$ cat src/rtl/adc_seq_pkg.sv
package adc_seq_pkg;
  localparam int CFG_W     = 16;
  localparam int SLOT_MAX  = 4;
  localparam int CODE_W    = 2;
  localparam int SLOT_W    = $clog2(SLOT_MAX);
  localparam int CODE_LSB  = 4;
  localparam int LEN_LSB   = CODE_LSB + SLOT_MAX * CODE_W;
  localparam int MODE_LSB  = LEN_LSB + SLOT_W;

  typedef enum logic [1:0] {ST_IDLE, ST_REQ, ST_WAIT} seq_state_e;

  typedef struct packed {
    logic                                 seq_on;
    logic                                 single_trig;
    logic                                 busy_hold;
    logic [SLOT_W-1:0]                    last_slot;
    logic [SLOT_MAX-1:0][CODE_W-1:0]      codes;
  } seq_cfg_t;
endpackage

$ cat src/rtl/adc_seq_cfg.sv
module adc_seq_cfg
  import adc_seq_pkg::*;
(
  input  logic                          clk,
  input  logic                          rst_n,
  input  logic                          pseudo_diff,
  input  logic                          wr_en,
  input  logic                          wr_ok,
  input  logic [CFG_W-1:CODE_LSB]       wr_word,
  output seq_cfg_t                      cfg
);
  logic [CFG_W-1:CODE_LSB] word_q;
  logic [SLOT_W-1:0]       len_f;
  logic [1:0]              mode_f;

  always_ff @(posedge clk or negedge rst_n) begin
    if (!rst_n)                word_q <= '0;
    else if (wr_en && wr_ok)   word_q <= wr_word;
  end

  assign len_f  = word_q[LEN_LSB +: SLOT_W];
  assign mode_f = word_q[MODE_LSB +: 2];

  generate
    for (genvar s = 0; s < SLOT_MAX; s++) begin : g_code
      assign cfg.codes[s] = word_q[LEN_LSB - (s + 1) * CODE_W +: CODE_W];
    end
  endgenerate

  assign cfg.seq_on      = pseudo_diff && (len_f != '0);
  assign cfg.single_trig = cfg.seq_on && mode_f[1];
  assign cfg.busy_hold   = mode_f[1] && mode_f[0];
  assign cfg.last_slot   = len_f;

  // the stored word only changes on a permitted write
  a_r10_cfg_hold: assert property (@(posedge clk) disable iff (!rst_n)
    !(wr_en && wr_ok) |=> $stable(word_q));
endmodule

$ cat src/rtl/adc_seq_fsm.sv
module adc_seq_fsm
  import adc_seq_pkg::*;
(
  input  logic              clk,
  input  logic              rst_n,
  input  seq_cfg_t          cfg,
  input  logic              conv_start,
  input  logic              conv_done,
  output logic [SLOT_W-1:0] slot,
  output logic              conv_req,
  output logic              busy,
  output logic              seq_done,
  output logic              wr_ok
);
  seq_state_e st_q;
  logic       last_hit;

  assign last_hit = (slot == cfg.last_slot);

  always_ff @(posedge clk or negedge rst_n) begin
    if (!rst_n) begin
      st_q     <= ST_IDLE;
      slot     <= '0;
      seq_done <= 1'b0;
    end else begin
      seq_done <= 1'b0;
      unique case (st_q)
        ST_IDLE: if (conv_start) st_q <= ST_REQ;
        ST_REQ:  st_q <= ST_WAIT;
        ST_WAIT: if (conv_done) begin
          if (!cfg.seq_on) begin
            st_q <= ST_IDLE;
          end else if (last_hit) begin
            st_q     <= ST_IDLE;
            slot     <= '0;
            seq_done <= 1'b1;
          end else begin
            slot <= slot + 1'b1;
            st_q <= cfg.single_trig ? ST_REQ : ST_IDLE;
          end
        end
        default: st_q <= ST_IDLE;
      endcase
    end
  end

  assign conv_req = (st_q == ST_REQ);
  assign busy     = (st_q == ST_WAIT) ||
                    (conv_req && cfg.single_trig && cfg.busy_hold && slot != '0);
  assign wr_ok    = (st_q == ST_IDLE) && (slot == '0);

  // a request never lasts more than one clock
  a_r4_req_single: assert property (@(posedge clk) disable iff (!rst_n)
    conv_req |=> !conv_req);
  // end-of-list flag is a single pulse and leaves the index at slot 0
  a_r8_done_single: assert property (@(posedge clk) disable iff (!rst_n)
    seq_done |=> !seq_done);
  a_r8_done_slot0: assert property (@(posedge clk) disable iff (!rst_n)
    seq_done |-> slot == '0);
  // hold-mode BUSY stays up until the last slot completes
  a_r7_hold_busy: assert property (@(posedge clk) disable iff (!rst_n)
    (busy && cfg.single_trig && cfg.busy_hold && !(conv_done && last_hit)) |=> busy);
  // a running conversion is not restarted by a new start
  a_r9_no_restart: assert property (@(posedge clk) disable iff (!rst_n)
    (busy && !conv_done) |=> !conv_req);
endmodule

$ cat src/rtl/adc_seq_chsel.sv
module adc_seq_chsel
  import adc_seq_pkg::*;
(
  input  logic              clk,
  input  logic              rst_n,
  input  seq_cfg_t          cfg,
  input  logic [SLOT_W-1:0] slot,
  input  logic              busy,
  input  logic              conv_done,
  output logic [CODE_W-1:0] mux_sel
);
  always_comb begin
    mux_sel = cfg.codes[0];
    if (cfg.seq_on) begin
      for (int s = 1; s < SLOT_MAX; s++)
        if (slot == SLOT_W'(s)) mux_sel = cfg.codes[s];
    end
  end

  // the selection holds for the whole conversion
  a_r3_mux_stable: assert property (@(posedge clk) disable iff (!rst_n)
    (busy && !conv_done) |=> $stable(mux_sel));
endmodule

$ cat src/rtl/adc_seq_ctrl.sv
module adc_seq_ctrl
  import adc_seq_pkg::*;
(
  input  logic             clk,
  input  logic             rst_n,
  input  logic             pseudo_diff,
  input  logic             cfg_wr,
  input  logic [15:0]      cfg_data,
  input  logic             conv_start,
  input  logic             conv_done,
  output logic [1:0]       mux_sel,
  output logic             conv_req,
  output logic             busy,
  output logic             seq_done
);
  seq_cfg_t          cfg;
  logic [SLOT_W-1:0] slot;
  logic              wr_ok;
  logic              unused_low;

  assign unused_low = ^cfg_data[CODE_LSB-1:0];

  adc_seq_cfg u_cfg (
    .clk(clk), .rst_n(rst_n), .pseudo_diff(pseudo_diff),
    .wr_en(cfg_wr), .wr_ok(wr_ok), .wr_word(cfg_data[CFG_W-1:CODE_LSB]),
    .cfg(cfg)
  );

  adc_seq_fsm u_fsm (
    .clk(clk), .rst_n(rst_n), .cfg(cfg), .conv_start(conv_start),
    .conv_done(conv_done), .slot(slot), .conv_req(conv_req), .busy(busy),
    .seq_done(seq_done), .wr_ok(wr_ok)
  );

  adc_seq_chsel u_chsel (
    .clk(clk), .rst_n(rst_n), .cfg(cfg), .slot(slot), .busy(busy),
    .conv_done(conv_done), .mux_sel(mux_sel)
  );

  // no end-of-list flag in single-channel mode
  a_r2_single_nodone: assert property (@(posedge clk) disable iff (!rst_n)
    (!cfg.seq_on && !$past(cfg.seq_on)) |-> !seq_done);
endmodule

$ cat config.mk
export PLATFORM = sky130hd
export DESIGN_NAME = adc_seq_ctrl
export DESIGN_NICKNAME = d
export VERILOG_FILES = /design/src/rtl/adc_seq_pkg.sv /design/src/rtl/adc_seq_cfg.sv /design/src/rtl/adc_seq_fsm.sv /design/src/rtl/adc_seq_chsel.sv /design/src/rtl/adc_seq_ctrl.sv
export SDC_FILE = /design/constraint.sdc
export NUM_CORES = 1
export LEC_CHECK = 0
export BUFFER_PORTS_ARGS = -buffer_cell sky130_fd_sc_hd__buf_2
export CAP_MARGIN = 10
export CELL_PAD_IN_SITES_DETAIL_PLACEMENT = 1
export CELL_PAD_IN_SITES_GLOBAL_PLACEMENT = 1
export CORE_MARGIN = 3
export CORE_UTILIZATION = 30
export DETAILED_ROUTE_END_ITERATION = 10
export PLACE_DENSITY = 0.61
export SLEW_MARGIN = 0
export SYNTH_ARGS = -nofsm -noshare
export SYNTH_HDL_FRONTEND = slang
export SYNTH_SLANG_ARGS = --single-unit
$ cat constraint.sdc
create_clock -name clk -period 2.01 [get_ports clk]
set_clock_uncertainty 0.05 [all_clocks]
set_input_delay 0.1005 -clock clk [delete_from_list [all_inputs] [get_ports clk]]
set_output_delay 0.1005 -clock clk [all_outputs]
set_load 0.02 [all_outputs]
Word level (Yosys, flattened, before mapping). Index checks and enable logic that the tools add are counted.

Output and inout port bits: 5. Logic and storage cells: 43. Flip-flop bits (word level): 17. Input port bits: 22.

Reductions and logical operators: 15. Add/sub/neg operators: 1. Eq/ne operators: 8. Muxes and demuxes: 15.

Operators by type and width (number): 2-to-1 mux 2 bit (9); logical AND 1 bit (8); == test 2 bit, second input constant (3); case mux 2 bit (3 select lines) (1); 2-to-1 mux 1 bit (5); == test 2 x 1 -> 1 bit, second input constant (2); logical NOT 2 bit (2); inequality test 2 bit, second input constant (2); nonzero test 2 bit (2); AND reduction 3 bit (1); adder 2 x 1 -> 2 bit, second input constant (1); == test 2 bit (1); AND reduction 2 bit (1); logical OR 1 bit (1).

Logic depth before layout (Yosys ltp).
Depth after elaboration: 8. Gate-level depth with buffers: 5. Depth with buffers taken out: 5.

By module. A second synthesis with hierarchy kept.

Cells, all modules: 80. Area total of the unflattened synthesis: 960.9 µm².

Modules (own cells, without submodules): adc_seq_cfg (instances 1, area each 585.6 µm², cells an instance 39); adc_seq_fsm (instances 1, area each 265.3 µm², cells an instance 27); adc_seq_chsel (instances 1, area each 110.1 µm², cells an instance 14).

Worst setup path before layout. Ideal clock, no wire load.

Path type: reg2out. Start point: register u_fsm.slot[1]. End point: output mux_sel[1]. Setup slack: 0.500 ns. Arrival: 1.360 ns. Path buffers: 0. Required time: 1.859 ns. Stages on the path, launching flop included: 6. Cell sequence: dfrtp_1 inv_1 ha_1 mux2_2 o211ai_1 a31oi_1.

Cells in the longest elaborated chain, start to end: 5. Elaborated cells between the ends (all ways): 7. Those cells by class: eq/ne: 3; mux: 4.

Ends and longest elaborated chain: from (decl) (line adc_seq_fsm.sv:9) `output logic [SLOT_W-1:0] slot,`; from (signal assigned) (line adc_seq_fsm.sv:38) `slot <= slot + 1'b1;`; == test 2 x 1 -> 1 bit (line adc_seq_chsel.sv:16) `if (slot == SLOT_W'(s)) mux_sel = cfg.codes[s];`; 2-to-1 mux 2 bit (2 in series) (line adc_seq_chsel.sv:16); 2-to-1 mux 2 bit * (line adc_seq_chsel.sv:16); 2-to-1 mux 2 bit * (line adc_seq_chsel.sv:14) `if (cfg.seq_on) begin`; to (decl) (line adc_seq_ctrl.sv:11) `output logic [1:0] mux_sel,`.

Every way passes the cells marked *; elsewhere a longest branch is shown, timed or not.

Worst setup path after layout. Same ends and word-level chain as after synthesis.

==> flow_metrics.tcl <==
set metrics [dict create \
    outcome "complete, no violations" \
    grt_max_degree 18 \
    post-route-period-util_pct 95.87 \
    slowest_delay_ns 0.39 \
    tns_ns 0 \
    vias 660 \
    synth_warnings 0 \
    clkSlewWorstSetupHoldPaths_ns 0.10 \
    crit_family "flip-flops" \
    gp_congestion 0.6577 \
    grt_remaining_overflow 0 \
    remaining_drc_errors 0 \
    start_util_pct 32.33 \
    dr.pass1.iters 2 \
    timing.slew.headroom_pct 74.05 \
    finalSetupViolations 0 \
    synth_xor_area_share_pct 1.915 \
    clk_latency_ns 0.29 \
    hold_viol_final 0 \
    placed_area_sq_um 1036 \
    p_sw_share_pct 26.97 \
    rsz0062_at_grt "no" \
    fmax_ghz 0.5189 \
    path_class "reg -> out" \
    power_switching_uw 186.1 \
    portBuffers 22 \
    drv_cap 0 \
    antennaDiodeCount 0 \
    n_fill_cell 314 \
    dp_cells 122 \
    final_cell_mix "22 x buf_2, 16 x dfrtp_1, 15 x dlygate4sd3_1, 10 x mux2_4" \
    grt_usage_pct 11.90 \
    dpl_worst_slack_ns 0.3483 \
    critPathLaunchType "flip-flop" \
    dieHeight_microns 61.22 \
    hold_path.class "in -> async" \
    critPathArrivalTime_ns 1.78 \
    ys_ff_latch 17 \
    end_kind "primary output" \
    routed_wl_mm 1.882 \
    drt_iter0_markers 3 \
    syn_nets 97 \
    synthAdderAreaFrac_pct 5.472 \
    cts_sinks 17 \
    cts_buffers 3 \
    power_uw 689.8 \
    coreArea_sq_um 2829 \
    p_int_uw 503.7 \
    die_x_microns 61.22 \
    cts_tree "built" \
    p_clk_share_pct 26.9 \
    antenna_found_initial 0 \
    synth_top_family_by_area "multiplexers" \
    cts_buffer_depth 2 \
    dp_hpwl_mm 1.343 \
    layout.nets 138 \
    required_ns 1.86 \
    grt_pass1_vias 774 \
    power_frac_comb_pct 19.5 \
    worst-path-buf-inv 2 \
    rows 19 \
    cpMaxStageDelayCell "dfrtp_1" \
    ys_types 25 \
    tightest_slew_ns 0.3892 \
    clockRootBuffer "clkbuf_4" \
    layoutNonFillerInstCount 142 \
    avgSynthCellArea_sq_um 12.88 \
    ioPinCount 27 \
    syn_area_sq_um 914.6 \
    vdd_ir_drop_max_mv 0.2340 \
    die_area_sq_um 3747 \
    final_area_sq_um 1224 \
    synth.yosys.seq_area_share_pct 46.51 \
    synthMuxAreaShare_pct 22.57 \
    routed_via_density 4.648 \
    final_common_cell "buf_2" \
    synthSimpleGateAreaFrac_pct 11.35 \
    min_period_ns 1.927 \
    areaGrowthSynthToFinish_pct 33.79 \
    synth-compound-area-share_pct 7.934 \
    slew_viol_final 0 \
    grt_first_pass_wirelength_mm 3.339 \
    synthCells 71 \
    crit_fanout 3 \
    finalWorstSetupSlack_ns 0.08300 \
    antenna_left 0 \
    path_cells "inv_1 > ha_2 > mux2_2 > o211ai_1 > a31oi_1 > buf_2" \
    p_seq_share_pct 53.6 \
    layout-drive-gt1-share_pct 42.34 \
    power.leakage_uw 0.0006004 \
    power.density_nw_per_um2 563.7 \
    wire_per_inst_microns 13.25 \
    htree_levels 1 \
]
[cell families after synthesis]
kind of cell | after synthesis
AO/OA/AOI/OAI | 10
XOR/XNOR | 2
adder cells (fa/ha/maj) | 4
buffers and inverters | 5
flip-flops | 17
multiplexers | 15
AND/OR/NAND/NOR | 18
[cells in the mapped netlist]
cell / instances / area [sq um]
a21oi_1: 2 / 10.01
a31oi_1: 2 / 12.51
a32o_1: 1 / 10.01
a41o_1: 1 / 10.01
and2_1: 1 / 6.260
and2b_2: 1 / 8.760
and3_4: 1 / 11.26
and3b_2: 1 / 10.01
buf_12: 1 / 20.02
buf_4: 1 / 7.510
dfrtp_1: 17 / 425.4
ha_1: 4 / 50.05
inv_1: 3 / 11.26
mux2_2: 5 / 56.30
mux2_4: 10 / 150.1
nand2_1: 5 / 18.77
nand2b_1: 2 / 12.51
nand4_1: 1 / 6.260
nor2_1: 4 / 15.01
nor2b_1: 1 / 6.260
o211ai_1: 2 / 15.01
o21a_1: 1 / 7.510
o21bai_1: 1 / 7.510
or2b_2: 1 / 8.760
xnor2_1: 2 / 17.52
[flip-flops by register name, indices dropped and copies added, names as in the netlist]
name            flops
u_cfg.word_q       12
u_fsm.st_q          2
u_fsm.seq_done      1
u_fsm.slot          2
[worst paths after layout]
path                            startpoint                to  slack [ns]  cells past startpoint
min reg2reg                u_cfg.word_q[6]   u_cfg.word_q[6]        0.46                      1
min in group clk               pseudo_diff    u_fsm.seq_done        0.25                      4
max                          u_fsm.slot[1]        mux_sel[1]        0.08                      6
max reg2reg                  u_fsm.slot[0]   u_cfg.word_q[8]        0.43                      4
min                                  rst_n  u_cfg.word_q[13]        0.21                      2
max in group asynchronous            rst_n     u_fsm.slot[0]        1.41                      2
[through the flow]
stage          hold slack (ns)  utilization (%)
6_report                0.2064            43.26
5_1_grt                 0.2615            43.26
4_1_cts               0.001084            42.77
3_5_place_dp          0.002284            36.62
3_3_place_gp         -0.005651            36.62
2_1_floorplan          -0.2451                -
[cell type report]
| cell class | instances | area (sq um) | area share (%) |
|---|---|---|---|
| clock buffer | 4 | 26.28 | 2.147 |
| inverter | 3 | 11.26 | 0.9202 |
| multi-input combinational | 49 | 452.9 | 37.01 |
| sequential | 17 | 426.7 | 34.87 |
| tap | 31 | 38.79 | 3.170 |
| timing repair buffer | 38 | 267.8 | 21.88 |
[power by group through the flow]
stage	Sequential, uW	Combinational [uW]	Clock (uW)
6_report	370	134	185
5_1_grt	373	150	211
4_1_cts	370	136	191
2_1_floorplan	372	68.2	0
3_5_place_dp	378	115	0
3_3_place_gp	374	111	0
[layer usage]
| layer | global-route usage [%] | part of all wire [%] | vias to the layer above |
|---|---|---|---|
| met5 | 0 | 0 | - |
| met4 | 3.715 | 0.48 | 0 |
| met3 | 2.516 | 4.8 | 2 |
| met2 | 20.54 | 51 | 12 |
| met1 | 14.81 | 44 | 319 |
| li1 | - | - | 327 |
[repair_timing]
action | 4_1_cts | 5_1_grt
endpoints found under the hold margin | 30 | 1
setup buffers | 1 | 0
hold buffers | 14 | 1
setup endpoints to repair | 1 | 2
resized for setup | 0 | 2
No activity file was read; power rests on OpenSTA's default activity.
